`src/rtl/dacld_pkg.sv`:
```
package dacld_pkg;
  typedef enum logic [3:0] {
    ST_IDLE, ST_CLEAR, ST_SETUP, ST_LOW, ST_HIGH,
    ST_LSETUP, ST_LLOW, ST_LHIGH, ST_DONE
  } ld_state_t;

  typedef enum logic {
    TOPO_CHAIN  = 1'b0,
    TOPO_SELECT = 1'b1
  } topo_t;
endpackage

```
`src/rtl/dacld_phase_timer.sv`:
```
module dacld_phase_timer #(
  parameter int CNT_W = 4
) (
  input  logic             clk_i,
  input  logic             rst_i,
  input  logic             load_i,
  input  logic [CNT_W-1:0] load_val_i,
  output logic             expired_o
);
  logic [CNT_W-1:0] cnt_q;

  always_ff @(posedge clk_i) begin
    if (rst_i)               cnt_q <= '0;
    else if (load_i)         cnt_q <= load_val_i;
    else if (cnt_q != '0)    cnt_q <= cnt_q - CNT_W'(1);
  end

  assign expired_o = (cnt_q == '0);
endmodule

```
`src/rtl/dacld_word_bank.sv`:
```
module dacld_word_bank #(
  parameter int N_DEV  = 4,
  parameter int WORD_W = 16,
  parameter int DEV_W  = 2,
  parameter int BIT_W  = 4
) (
  input  logic                    clk_i,
  input  logic                    capture_i,
  input  logic [N_DEV*WORD_W-1:0] words_i,
  input  logic [DEV_W-1:0]        dev_i,
  input  logic [BIT_W-1:0]        bit_i,
  output logic                    bit_o
);
  logic [WORD_W-1:0] mem [N_DEV];

  always_ff @(posedge clk_i) begin
    if (capture_i) begin
      for (int k = 0; k < N_DEV; k++) mem[k] <= words_i[k*WORD_W +: WORD_W];
    end
  end

  always_comb begin
    bit_o = 1'b0;
    if (int'(dev_i) < N_DEV && int'(bit_i) < WORD_W) bit_o = mem[dev_i][bit_i];
  end
endmodule

```
`src/rtl/dacld_enable_dec.sv`:
```
module dacld_enable_dec
  import dacld_pkg::*;
#(
  parameter int N_DEV = 4,
  parameter int DEV_W = 2
) (
  input  logic             active_i,
  input  topo_t            topo_i,
  input  logic [DEV_W-1:0] dev_i,
  output logic [N_DEV-1:0] sel_n_o
);
  for (genvar g = 0; g < N_DEV; g++) begin : g_line
    assign sel_n_o[g] = !(active_i && (topo_i == TOPO_CHAIN || dev_i == DEV_W'(g)));
  end
endmodule

```
`src/rtl/dac_chain_loader.sv`:
```
module dac_chain_loader
  import dacld_pkg::*;
#(
  parameter int N_DEV      = 4,
  parameter int WORD_W     = 16,
  parameter int HALF_TICKS = 3,
  parameter int CLR_TICKS  = 10
) (
  input  logic                    clk_i,
  input  logic                    rst_i,
  input  logic                    start_i,
  input  logic                    clear_i,
  input  logic                    topo_i,
  input  logic [N_DEV*WORD_W-1:0] words_i,
  output logic                    sclk_o,
  output logic                    sdi_o,
  output logic [N_DEV-1:0]        shift_en_n_o,
  output logic                    update_n_o,
  output logic                    clr_n_o,
  output logic                    busy_o,
  output logic                    done_o
);
  localparam int DEV_W = (N_DEV > 1) ? $clog2(N_DEV) : 1;
  localparam int BIT_W = (WORD_W > 1) ? $clog2(WORD_W) : 1;
  localparam int TMAX  = (HALF_TICKS > CLR_TICKS) ? HALF_TICKS : CLR_TICKS;
  localparam int CNT_W = $clog2(TMAX + 1);

  ld_state_t        state_q, state_d;
  topo_t            topo_q, topo_d;
  logic [DEV_W-1:0] dev_q, dev_d, rd_dev;
  logic [BIT_W-1:0] bit_q, bit_d, rd_bit;
  logic             a0on_q, a0on_d;
  logic             sclk_d, sdi_d, a1n_d, clrn_d, busy_d, done_d;
  logic             tmr_load, tmr_exp, capture, bank_bit;
  logic [CNT_W-1:0] tmr_val;
  logic [N_DEV-1:0] sel_n;

  dacld_phase_timer #(.CNT_W(CNT_W)) u_timer (
    .clk_i(clk_i), .rst_i(rst_i), .load_i(tmr_load),
    .load_val_i(tmr_val), .expired_o(tmr_exp)
  );

  dacld_word_bank #(.N_DEV(N_DEV), .WORD_W(WORD_W), .DEV_W(DEV_W), .BIT_W(BIT_W)) u_bank (
    .clk_i(clk_i), .capture_i(capture), .words_i(words_i),
    .dev_i(rd_dev), .bit_i(rd_bit), .bit_o(bank_bit)
  );

  dacld_enable_dec #(.N_DEV(N_DEV), .DEV_W(DEV_W)) u_dec (
    .active_i(a0on_d), .topo_i(topo_d), .dev_i(dev_d), .sel_n_o(sel_n)
  );

  // index of the bit presented next
  always_comb begin
    rd_dev = dev_q;
    rd_bit = bit_q;
    if (state_q == ST_HIGH) begin
      if (bit_q != '0) begin
        rd_bit = bit_q - BIT_W'(1);
      end else begin
        rd_dev = dev_q - DEV_W'(1);
        rd_bit = BIT_W'(WORD_W - 1);
      end
    end
  end

  always_comb begin
    state_d  = state_q;
    topo_d   = topo_q;
    dev_d    = dev_q;
    bit_d    = bit_q;
    a0on_d   = a0on_q;
    sclk_d   = sclk_o;
    sdi_d    = sdi_o;
    a1n_d    = update_n_o;
    clrn_d   = clr_n_o;
    busy_d   = busy_o;
    done_d   = 1'b0;
    tmr_load = 1'b0;
    tmr_val  = CNT_W'(HALF_TICKS - 1);
    capture  = 1'b0;
    unique case (state_q)
      ST_IDLE: begin
        if (start_i) begin
          state_d  = ST_SETUP;
          topo_d   = topo_t'(topo_i);
          dev_d    = DEV_W'(N_DEV - 1);
          bit_d    = BIT_W'(WORD_W - 1);
          a0on_d   = 1'b1;
          busy_d   = 1'b1;
          capture  = 1'b1;
          tmr_load = 1'b1;
        end else if (clear_i) begin
          state_d  = ST_CLEAR;
          clrn_d   = 1'b0;
          busy_d   = 1'b1;
          tmr_load = 1'b1;
          tmr_val  = CNT_W'(CLR_TICKS - 1);
        end
      end
      ST_CLEAR: if (tmr_exp) begin
        clrn_d  = 1'b1;
        busy_d  = 1'b0;
        state_d = ST_IDLE;
      end
      ST_SETUP: if (tmr_exp) begin
        sclk_d   = 1'b0;
        sdi_d    = bank_bit;
        state_d  = ST_LOW;
        tmr_load = 1'b1;
      end
      ST_LOW: if (tmr_exp) begin
        sclk_d   = 1'b1;
        state_d  = ST_HIGH;
        tmr_load = 1'b1;
      end
      ST_HIGH: if (tmr_exp) begin
        tmr_load = 1'b1;
        if (bit_q != '0 || (dev_q != '0 && topo_q == TOPO_CHAIN)) begin
          dev_d   = rd_dev;
          bit_d   = rd_bit;
          sclk_d  = 1'b0;
          sdi_d   = bank_bit;
          state_d = ST_LOW;
        end else if (dev_q != '0) begin
          dev_d   = rd_dev;
          bit_d   = rd_bit;
          state_d = ST_SETUP;
        end else begin
          a0on_d  = 1'b0;
          a1n_d   = 1'b0;
          state_d = ST_LSETUP;
        end
      end
      ST_LSETUP: if (tmr_exp) begin
        sclk_d   = 1'b0;
        state_d  = ST_LLOW;
        tmr_load = 1'b1;
      end
      ST_LLOW: if (tmr_exp) begin
        sclk_d   = 1'b1;
        state_d  = ST_LHIGH;
        tmr_load = 1'b1;
      end
      ST_LHIGH: if (tmr_exp) begin
        a1n_d   = 1'b1;
        state_d = ST_DONE;
      end
      ST_DONE: begin
        done_d  = 1'b1;
        busy_d  = 1'b0;
        state_d = ST_IDLE;
      end
      default: state_d = ST_IDLE;
    endcase
  end

  always_ff @(posedge clk_i) begin
    if (rst_i) begin
      state_q      <= ST_IDLE;
      topo_q       <= TOPO_CHAIN;
      dev_q        <= '0;
      bit_q        <= '0;
      a0on_q       <= 1'b0;
      sclk_o       <= 1'b1;
      sdi_o        <= 1'b0;
      shift_en_n_o <= '1;
      update_n_o   <= 1'b1;
      clr_n_o      <= 1'b1;
      busy_o       <= 1'b0;
      done_o       <= 1'b0;
    end else begin
      state_q      <= state_d;
      topo_q       <= topo_d;
      dev_q        <= dev_d;
      bit_q        <= bit_d;
      a0on_q       <= a0on_d;
      sclk_o       <= sclk_d;
      sdi_o        <= sdi_d;
      shift_en_n_o <= sel_n;
      update_n_o   <= a1n_d;
      clr_n_o      <= clrn_d;
      busy_o       <= busy_d;
      done_o       <= done_d;
    end
  end

  AST_STROBE_ENABLES_OFF: assert property (@(posedge clk_i) disable iff (rst_i)
    !update_n_o |-> &shift_en_n_o);
  AST_SELECT_ONE_LINE: assert property (@(posedge clk_i) disable iff (rst_i)
    (topo_q == TOPO_SELECT && busy_o) |-> $onehot0(~shift_en_n_o));
  AST_SDI_ON_FALL: assert property (@(posedge clk_i) disable iff (rst_i)
    !$stable(sdi_o) |-> $fell(sclk_o));
  AST_DONE_AFTER_STROBE: assert property (@(posedge clk_i) disable iff (rst_i)
    $rose(update_n_o) |=> (done_o && !busy_o));
  AST_DONE_SINGLE: assert property (@(posedge clk_i) disable iff (rst_i)
    done_o |=> !done_o);
  AST_CLR_QUIET: assert property (@(posedge clk_i) disable iff (rst_i)
    !clr_n_o |-> (&shift_en_n_o && update_n_o && sclk_o));
endmodule

```
`config.mk`:
```
export PLATFORM = sky130hd
export DESIGN_NAME = dac_chain_loader
export DESIGN_NICKNAME = d
export VERILOG_FILES = /design/src/rtl/dacld_pkg.sv /design/src/rtl/dacld_phase_timer.sv /design/src/rtl/dacld_word_bank.sv /design/src/rtl/dacld_enable_dec.sv /design/src/rtl/dac_chain_loader.sv
export SDC_FILE = /design/constraint.sdc
export NUM_CORES = 1
export LEC_CHECK = 0
export BUFFER_PORTS_ARGS = -buffer_cell sky130_fd_sc_hd__buf_2
export CELL_PAD_IN_SITES_DETAIL_PLACEMENT = 1
export CELL_PAD_IN_SITES_GLOBAL_PLACEMENT = 2
export CORE_ASPECT_RATIO = 1.4
export CORE_UTILIZATION = 37
export DETAILED_ROUTE_END_ITERATION = 12
export PLACE_DENSITY = 0.78
export SLEW_MARGIN = 10
export SYNTH_ARGS = -nofsm -noshare
export SYNTH_HDL_FRONTEND = slang
export SYNTH_HIERARCHICAL = 1
export SYNTH_SLANG_ARGS = --single-unit
```
`constraint.sdc`:
```
create_clock -name clk_i -period 3.45 [get_ports clk_i]
set_input_delay 0.1725 -clock clk_i [delete_from_list [all_inputs] [get_ports clk_i]]
set_output_delay 0.1725 -clock clk_i [all_outputs]
set_load 0.03 [all_outputs]
```
Yosys cells after proc, flatten, opt, wreduce, memory -nomap -nowiden

Memory sizes are Yosys's and may differ from the RTL's.
Cells that the tools add are included.
Widths: inputs -> output; s select.

Bits in registers: 26
RAM bits: 64
Bits of input ports: 69
Output and inout bits: 10
Word-level logic and storage cells: 153
Memories: 1

Add/subtract/negate cells: 3
$lt $le $gt $ge: 1
Eq/ne operators: 28
Multiplexer cells: 68
Bitwise logic cells: 2
Reduce and logical (&&, ||, !) cells: 37

Memory list:

| name       | depth | bits a word | rd ports | clocked after Yosys merged registers in | write ports | RTL line              | text |
|---|---|---|---|---|---|---|---|
| u_bank.mem | 4     | 16          | 1        | 0                                       | 4           | dacld_word_bank.sv:14 | `logic [WORD_W-1:0] mem [N_DEV];` |

Operators with widths:

| cell                | number |
|---|---|
| $mux 4              | 20 |
| $pmux 4 s8          | 1 |
| $mux 1              | 29 |
| $ne 2x2->1 const B  | 12 |
| $eq 4x3->1 const B  | 4 |
| $mux 2              | 6 |
| $reduce_and 4->1    | 3 |
| $reduce_bool 2->1   | 6 |
| $pmux 1 s2          | 5 |
| $reduce_and 5->1    | 2 |
| $eq 4x2->1 const B  | 2 |
| $logic_not 4->1     | 2 |
| $pmux 4 s2          | 1 |
| $reduce_and 8->1    | 1 |
| $reduce_bool 4->1   | 2 |
| $sub 4x1->4 const B | 2 |
| $mux 3              | 2 |
| $ne 2x1->1 const B  | 3 |
| $pmux 1 s3          | 2 |
| $reduce_bool 3->1   | 2 |
| $logic_and 1x1->1   | 5 |
| $logic_or 1x1->1    | 5 |
| $lt 4x5->1 const B  | 1 |
| $reduce_or 5->1     | 1 |
| other kinds (14)    | 20 |

Longest topological paths before layout

Gate-level depths: netlist (run 1).

Depth after elaboration: 11
Mapped depth: 15
Mapped depth without buffers: 13

Hierarchy

Netlist (run 1), hierarchy kept.

By module, submodules not included:

| module            | instances | cells each | area an instance (sq um) | sequential area each (sq um) |
|---|---|---|---|---|
| dacld_word_bank   | 1         | 107        | 2454.9                   | 1921.8 |
| dac_chain_loader  | 1         | 153        | 1301.2                   | 440.4 |
| dacld_phase_timer | 1         | 24         | 229.0                    | 80.1 |
| dacld_enable_dec  | 1         | 9          | 50.0                     | 0.0 |

Worst setup path before layout (run 1)

OpenSTA, ideal clock, no wires.

Path type: register to register
Start: reg bit_q[0]
End: reg sdi_o
Setup time: 0.127 ns
Data arrival time: 2.961 ns
Data required time: 3.323 ns
Slack: 0.362 ns
Stages on the path, launching flop included: 16
Buffers on the path: 2
Clock period less this slack: 3.088 ns
Cells stage by stage: dfxtp_1 -> inv_1 -> ha_1 -> nor3b_2 -> and2_0 -> buf_2 -> nor2_1 -> a21oi_1 -> clkbuf_1 -> mux4_2 -> a21oi_1 -> a21oi_1 -> a2111oi_2 -> nor2_1 -> mux2i_1 -> nor2_1

Longest elaborated chain between the ends: 9
Elaborated cells on any way between the ends: 16
Those cells by class: add/sub (1); eq/ne (1); mux (10); reduce/logical (3); memory (1)

Ends and longest elaborated chain:

| item                           | RTL line                | text |
|---|---|---|
| from (decl)                    | dac_chain_loader.sv:31  | `logic [BIT_W-1:0] bit_q, bit_d, rd_bit;` |
| from (signal assigned)         | dac_chain_loader.sv:175 | `bit_q <= bit_d;` |
| $reduce_bool 4->1 *            | dac_chain_loader.sv:57  | `if (bit_q != '0) begin` |
| $mux 2 *                       | dac_chain_loader.sv:57  |  |
| $mux 2 *                       | dac_chain_loader.sv:56  | `if (state_q == ST_HIGH) begin` |
| via rd_dev[1]                  | dac_chain_loader.sv:30  | `logic [DEV_W-1:0] dev_q, dev_d, rd_dev;` |
| $mem_v2 4x16 *                 | -                       |  |
| $bmux 1 s4 *                   | dacld_word_bank.sv:24   | `if (int'(dev_i) < N_DEV && int'(bit_i) < WORD_W) bit_o = mem[dev_i][bit_i];` |
| $mux 1 (implied by the code) * | dacld_word_bank.sv:24   |  |
| via bank_bit                   | dac_chain_loader.sv:34  | `logic tmr_load, tmr_exp, capture, bank_bit;` |
| $mux 1                         | dac_chain_loader.sv:118 | `if (bit_q != '0 \|\| (dev_q != '0 && topo_q == TOPO_CHAIN)) begin` |
| $mux 1                         | dac_chain_loader.sv:116 | `ST_HIGH: if (tmr_exp) begin` |
| $pmux 1 s2 *                   | dac_chain_loader.sv:81  | `unique case (state_q)` |
| to (signal assigned)           | dac_chain_loader.sv:178 | `sdi_o <= sdi_d;` |
| to (decl)                      | dac_chain_loader.sv:16  | `output logic sdi_o,` |

The timed path passes the listed nets; every way through them passes the cells marked *. The select of a mux whose other input is x is not followed.
A chain may end at the register's enable or synchronous reset.

Worst setup path in the final report (run 1)

Start: reg bit_q[1]
End: reg sdi_o

The elaborated chain is that of the path after synthesis.

==> results of run 1 <==
==> worst reg2reg max path, delay by kind of cell (launching register included) <==
kind	cells	cell delay (ns)
adder cells (fa/ha/maj)	1	0.27
AO/OA/AOI/OAI	4	0.91
AND/OR/NAND/NOR	5	0.66
buffers and inverters	3	0.41
flip-flops	1	0.32
multiplexers	2	0.43
==> power by group through the flow <==
| stage | clock network, W | logic [W] | registers [W] |
|---|---|---|---|
| after global routing | 0.000983 | 0.00161 | 0.00163 |
| after floorplan | 0 | 0.000986 | 0.00164 |
| after detailed placement | 0 | 0.00140 | 0.00163 |
| after global placement | 0 | 0.00136 | 0.00161 |
| after CTS | 0.000939 | 0.00144 | 0.00161 |
| final | 0.000919 | 0.00147 | 0.00160 |
==> registers in the layout, indices dropped and copies added, names as in the netlist, 2 cells and up <==
| name | count |
|---|---|
| u_bank/mem | 64 |
| bit_q | 4 |
| state_q | 4 |
| shift_en_n_o | 4 |
| u_timer/cnt_q | 4 |
| dev_q | 2 |
==> final cells by class <==
type                       count  area (µm²)
timing repair buffer         140       978.4
sequential                    90        2442
fill                        1095        5130
multi-input combinational    174        1461
clock buffer                  10       229.0
clock inverter                 6       48.80
inverter                      14       52.55
tap                          138       172.7
==> routing by layer <==
layer / vias up / share of wire (%) / global-route usage (%) / wire length [µm]
met2: 76 / 55 / 32.33 / 5498
met4: 0 / 1.5 / 6.167 / 150
li1: 1387 / - / - / -
met1: 1433 / 39 / 19.39 / 3849
met5: - / 0 / 0 / 0
met3: 12 / 4.1 / 4.501 / 411
==> timing repair <==
| item | 4_1_cts | 5_1_grt |
|---|---|---|
| pin swaps | 0 | 1 |
| setup endpoints to repair | 1 | 1 |
| hold buffers | 32 | 7 |
| gates resized for setup | 1 | 3 |
| endpoints found under the hold margin | 32 | 7 |
| setup buffers | 0 | 5 |
| gates cloned | 0 | 0 |
==> synth_stat cells, drive strengths merged (8+ instances only) <==
library cell   n
a21oi         17
buf            9
dfxtp         26
edfxtp        64
inv           14
mux4          16
nand2         15
nor2          11
nor2b          8
nor3           9
o21ai         16
==> cell usage in the layout (no fill, tap or decap), drive strengths merged, types with 2 or more instances in the layout <==
cell type | netlist | layout
a311oi | 3 | 3
a2111oi | 2 | 2
and2 | 6 | 6
and3b | 2 | 2
buf | 9 | 101
a221oi | 2 | 2
dfxtp | 26 | 26
ha | 3 | 3
nand2 | 15 | 15
or4b | 2 | 2
a21oi | 17 | 17
nor2 | 11 | 11
or2 | 6 | 6
inv | 14 | 16
nor2b | 8 | 8
nor4b | 2 | 2
o21ai | 16 | 16
nor3b | 2 | 2
o22ai | 2 | 2
nand3 | 2 | 2
nor3 | 9 | 9
o31ai | 2 | 2
xnor2 | 6 | 6
mux2 | 3 | 3
mux2i | 6 | 6
clkbuf | 6 | 10
clkinvlp | 0 | 3
dlygate4sd3 | 0 | 39
a31oi | 4 | 4
mux4 | 16 | 16
a22oi | 3 | 3
o21bai | 3 | 3
and3 | 5 | 5
edfxtp | 64 | 64
==> kinds of logic (layout without fill, tap and decap cells) <==
kind of cell	Yosys count	in the layout	synth area share [%]
fa+ha+maj	3	3	0.9303
flops	90	90	60.53
simple gates	79	79	12.59
mux	25	25	11.26
compound gates	60	60	9.550
buf+inv	29	170	3.752
xor+xnor	6	6	1.302
other cells	1	1	0.09293
==> through the flow <==
stage               util, %  instance area (µm²)
floorplan                 -                 4035
global placement      44.38                 4667
detailed placement    44.38                 4667
CTS                   50.18                 5276
global route          51.21                 5385
finish                51.21                 5385
==> final timing paths <==
path                                             from                           to  slack, ns
worst min register to register    busy_o$_SDFFE_PP0P_          busy_o$_SDFFE_PP0P_       0.45
worst max register to register  bit_q[1]$_SDFFE_PP0P_           sdi_o$_SDFFE_PP0P_       0.33
worst max-delay path            bit_q[1]$_SDFFE_PP0P_           sdi_o$_SDFFE_PP0P_       0.33
worst min-delay path                      words_i[47]  u_bank/mem[2][15]$_DFFE_PP_      0.007
==> qor.yml, run 1 <==
status: "finished clean"
p_seq_share_pct: 40.2
p_leak_nw: 2.075
p_int_w: 0.002650
startpoint_type: "flip-flop"
clk_path_buf_depth: 2
crit_slowest_cell: "a2111oi_2"
place.gp.congestion: 0.7080
power.share.clock_pct: 23.0
maxSlewViolCount: 0
antenna_cells: 0
path_max_fanout: 15
synth.area.top_cells: "edfxtp_1 (48%), dfxtp_1 (13%), mux4_2 (8.9%), a21oi_1 (2.1%), mux2i_1 (1.5%)"
ctsHtreeMaxLevel: 3
grt_max_degree: 65
max-slew-margin-rel_pct: 48.31
ios: 79
fin_crit_sh_pct: 90.57
post-route-min-period_ns: 3.125
synth_area_leader_cell: "edfxtp_1"
rows: 44
num-nets-final: 501
p_comb_share_pct: 36.8
drive_gt1_share_pct: 35.71
hold_path_class: "in -> reg"
grt_usage_pct: 17.56
end_kind: "flip-flop"
finalSetupViolCount: 0
numClockSinks: 90
yosysSeqAreaShare_pct: 60.53
p_switching_w: 0.001337
worstPathCellList: "inv_1 > ha_1 > nor3b_2 > and2_2 > buf_4 > nor2_1 > a21oi_1 > buf_12 > mux4_2 > o211ai_1 > o21ai_1 > a2111oi_2 > nor2_1 > mux2i_1 > nor2_1"
synth_edf_count: 64
holdPathStages: 1
slowest_delay_ns: 0.34
die_h_um: 125.6
cp.arrival_ns: 3.34
viasPerCell: 5.084
grt_remaining_overflow: 0
synth_flop_cell: "edfxtp_1"
first_iter_violations: 65
path_depth: 15
start_util_pct: 38.37
tritoncts: "built"
root_buffer: "clkbuf_16"
synth_top_area_share_pct: 47.63
dp_slack_ns: -0.005067
worstMarginPinSlew_ns: 0.7754
dp.cells: 512
hold_viol: 0
insertion_delay_ns: 0.34
final.setup_skew_ns: 0.005605
core_area_um2: 10520
die_w_um: 90.26
grt_pass1_wl_mm: 15.27
syn-num-nets: 365
async_flop_share_pct: 0
power.total_w: 0.003987
dp_hpwl_mm: 6.491
rsz0062_at_grt: "false"
finalNonFillerCells: 572
synth_cell_types: 59
switching_share_pct: 33.54
netlist_instances: 293
wl_per_cell_um: 17.33
antenna_found_initial: 0
drc: 0
ir_drop_mv: 0.4192
numCtsBuffers: 9
holdWs_ns: 0.007097
ff2ff_path_depth: 15
tns_ns: 0
post-route-worst-setup-slack_ns: 0.3254
ys_seq_elements: 90
syn_to_final_growth_pct: 33.46
synth_area_um2: 4035
cp.required_ns: 3.66
vias: 2908
avgSynthCellArea_um2: 13.77
yosysWarningCount: 6
crit_top_cell: "nor2_1"
power_density_nw_per_um2: 740.4
maxCapViolCount: 0
worstSetupPathType: "reg -> reg"
ant_nets: 0
crit_buf_inv: 3
clk_pin_slew_ns: 0.07
io_buffers: 78
dieArea_um2: 11330
path_delay_family: "compound AO/OA/AOI/OAI gates"
totalWireLength_mm: 9.910
fmax_ghz: 0.3200
drt_pass1_iterations: 4
grt_pass1_vias: 3097
No activity file was read; power rests on OpenSTA's default activity.
==> run 2: changes to the inputs <==
--- a/config.mk
+++ b/config.mk
@@ -12,5 +12,5 @@
 export CORE_UTILIZATION = 37
 export DETAILED_ROUTE_END_ITERATION = 12
-export PLACE_DENSITY = 0.78
+export PLACE_DENSITY_LB_ADDON = 0.08
 export SLEW_MARGIN = 10
 export SYNTH_ARGS = -nofsm -noshare
==> constraint.sdc (replaced) <==
create_clock -name clk_i -period 3.45 [get_ports clk_i]
set_input_delay 0.345 -clock clk_i [delete_from_list [all_inputs] [get_ports clk_i]]
set_output_delay 0.345 -clock clk_i [all_outputs]
set_load 0.03 [all_outputs]
==> qor.yml, run 2 (synthesis results as in run 1) <==
status: "finished clean"
clk_pin_slew_ns: 0.07  # about the same
mostFrequentLayoutCells: "buf_2 (78), edfxtp_1 (64), dfxtp_1 (26)"
die_w_um: 90.26  # unchanged
root_buffer: "clkbuf_16"
ir_drop_mv: 0.4701  # +12%
start_util_pct: 38.37  # unchanged
antenna_cells: 0  # unchanged
worstMarginPinSlew_ns: 0.6136  # -0.1618 ns
fmax_ghz: 0.3159  # -1.3%
totalWireLength_mm: 9.116  # -8.0%
p_switching_w: 0.001337  # about the same
crit_buf_inv: 2  # -1
worstSetupPathType: "reg -> reg"
numClockSinks: 90  # unchanged
dp_hpwl_mm: 6.894  # +6.2%
grt_usage_pct: 17.31  # -0.25 points
insertion_delay_ns: 0.35  # about the same
crit_slowest_cell: "or4b_1"
ant_nets: 0  # unchanged
power.total_w: 0.004006  # +0.47%
io_buffers: 78  # unchanged
p_int_w: 0.002669  # +0.73%
p_leak_nw: 1.898  # -8.6%
drt_pass1_iterations: 4  # unchanged
rows: 44  # unchanged
max_flop_register: "u_bank/mem"
clk_path_buf_depth: 2  # unchanged
viasPerCell: 5.176  # +1.8%
tns_ns: 0  # unchanged
num-nets-final: 456  # -9.0%
final.setup_skew_ns: 0.01223  # +0.006626 ns
post-route-worst-setup-slack_ns: 0.2844  # -0.04097 ns
ctsHtreeMaxLevel: 3  # unchanged
grt_remaining_overflow: 0  # unchanged
grt_pass1_vias: 2894  # -6.6%
worstPathCellList: "buf_4 > or4b_1 > o21ai_0 > o21ai_0 > buf_4 > mux4_2 > mux2_2 > a2111oi_2 > nor2_1 > mux2i_1 > nor2_1"
startpoint_type: "flip-flop"
fin_crit_sh_pct: 91.76  # +1.2 points
drive_gt1_share_pct: 38.56  # +2.8 points
grt_pass1_wl_mm: 14.71  # -3.7%
vias: 2728  # -6.2%
dieArea_um2: 11330  # unchanged
place.gp.congestion: 0.7690  # +8.6%
path_max_fanout: 15  # unchanged
p_seq_share_pct: 40.2  # about the same
switching_share_pct: 33.37  # -0.17 points
largest_reg_flops: 64  # unchanged
dp_slack_ns: 0.1310  # +0.1361 ns
power.share.clock_pct: 25.2  # +2.2 points
slowest_delay_ns: 0.70  # +0.36 ns
rsz0062_at_grt: "false"
fill_cells: 1106  # +1.0%
tritoncts: "built"
core_area_um2: 10520  # unchanged
cp.required_ns: 3.68  # +0.02 ns
cp.arrival_ns: 3.39  # +0.05 ns
hold_viol: 0  # unchanged
finalSetupViolCount: 0  # unchanged
post-route-min-period_ns: 3.166  # +0.04097 ns
grt_max_degree: 33  # -49%
drc: 0  # unchanged
wl_per_cell_um: 17.30  # -0.16%
syn_to_final_growth_pct: 22.85
power_density_nw_per_um2: 808.1  # +9.1%
antenna_found_initial: 0  # unchanged
maxCapViolCount: 0  # unchanged
utilization_pct: 47.14  # -4.1 points
die_h_um: 125.6  # unchanged
holdPathStages: 1  # unchanged
end_kind: "flip-flop"
max-slew-margin-rel_pct: 58.80  # +10 points
p_comb_share_pct: 34.6  # -2.2 points
path_delay_family: "simple AND/OR/NAND/NOR gates"
ff2ff_path_depth: 11  # -4
first_iter_violations: 66  # +1.5%
mostFrequentLayoutCell: "buf_2"
ios: 79  # unchanged
hold_path_class: "in -> reg"
maxSlewViolCount: 0  # unchanged
path_depth: 11  # -4
numCtsBuffers: 9  # unchanged
## run 2: cell types whose count changed in the layout (fill, tap and decap cells not counted), moves of 2 or more
cell	change
clkinvlp_4	-2
dlygate4sd3_1	-39
buf_12	-2
inv_8	+2
buf_4	-4
## run 2: worst paths after layout
kind	startpoint	slack, ns	end
max reg2reg	state_q[3]$_SDFFE_PP0P_	0.28	sdi_o$_SDFFE_PP0P_
min	words_i[61]	0.17	u_bank/mem[3][13]$_DFFE_PP_
min reg2reg	busy_o$_SDFFE_PP0P_	0.45	busy_o$_SDFFE_PP0P_
max	state_q[3]$_SDFFE_PP0P_	0.28	sdi_o$_SDFFE_PP0P_
## run 2: power groups by stage
stage                     combinational, W  sequential, W  clock (W)
after floorplan                   0.000986        0.00164          0
after global placement             0.00138        0.00163          0
after detailed placement           0.00139        0.00164          0
after CTS                          0.00140        0.00162    0.00105
after global routing               0.00154        0.00164    0.00108
final                              0.00139        0.00161    0.00101
## run 2: metrics by stage
step                hold slack, ns  cells  cell area [µm²]
floorplan                   0.4243    293             4035
global placement            0.4463    510             4631
detailed placement          0.4451    510             4631
CTS                         0.1574    526             4938
global route                0.1607    527             4957
finish                      0.1708    527             4957
## run 2: layout make-up
type | count | area [µm²] | area share [%]
clock buffers | 9 | 225.2 | 4.543
clock inverters | 7 | 82.58 | 1.666
inverters | 14 | 52.55 | 1.060
multi-input cells | 174 | 1464 | 29.53
flip-flops and latches | 90 | 2442 | 49.27
well taps | 138 | 172.7 | 3.483
repair buffers | 95 | 518.0 | 10.45
## run 2: metal layers
metal	share of wire, %	wire length (µm)	GRT usage, %
met2	56	5063	31.79
met5	0	0	0
met4	2.9	266	9.203
met1	38	3474	18.38
met3	3.4	312	3.650
## run 2: timing repair
item / CTS / global route
endpoints found under the setup margin: 0 / 1
setup buffers: 0 / 1
gates resized for setup: 0 / 2
hold buffers: 0 / 0
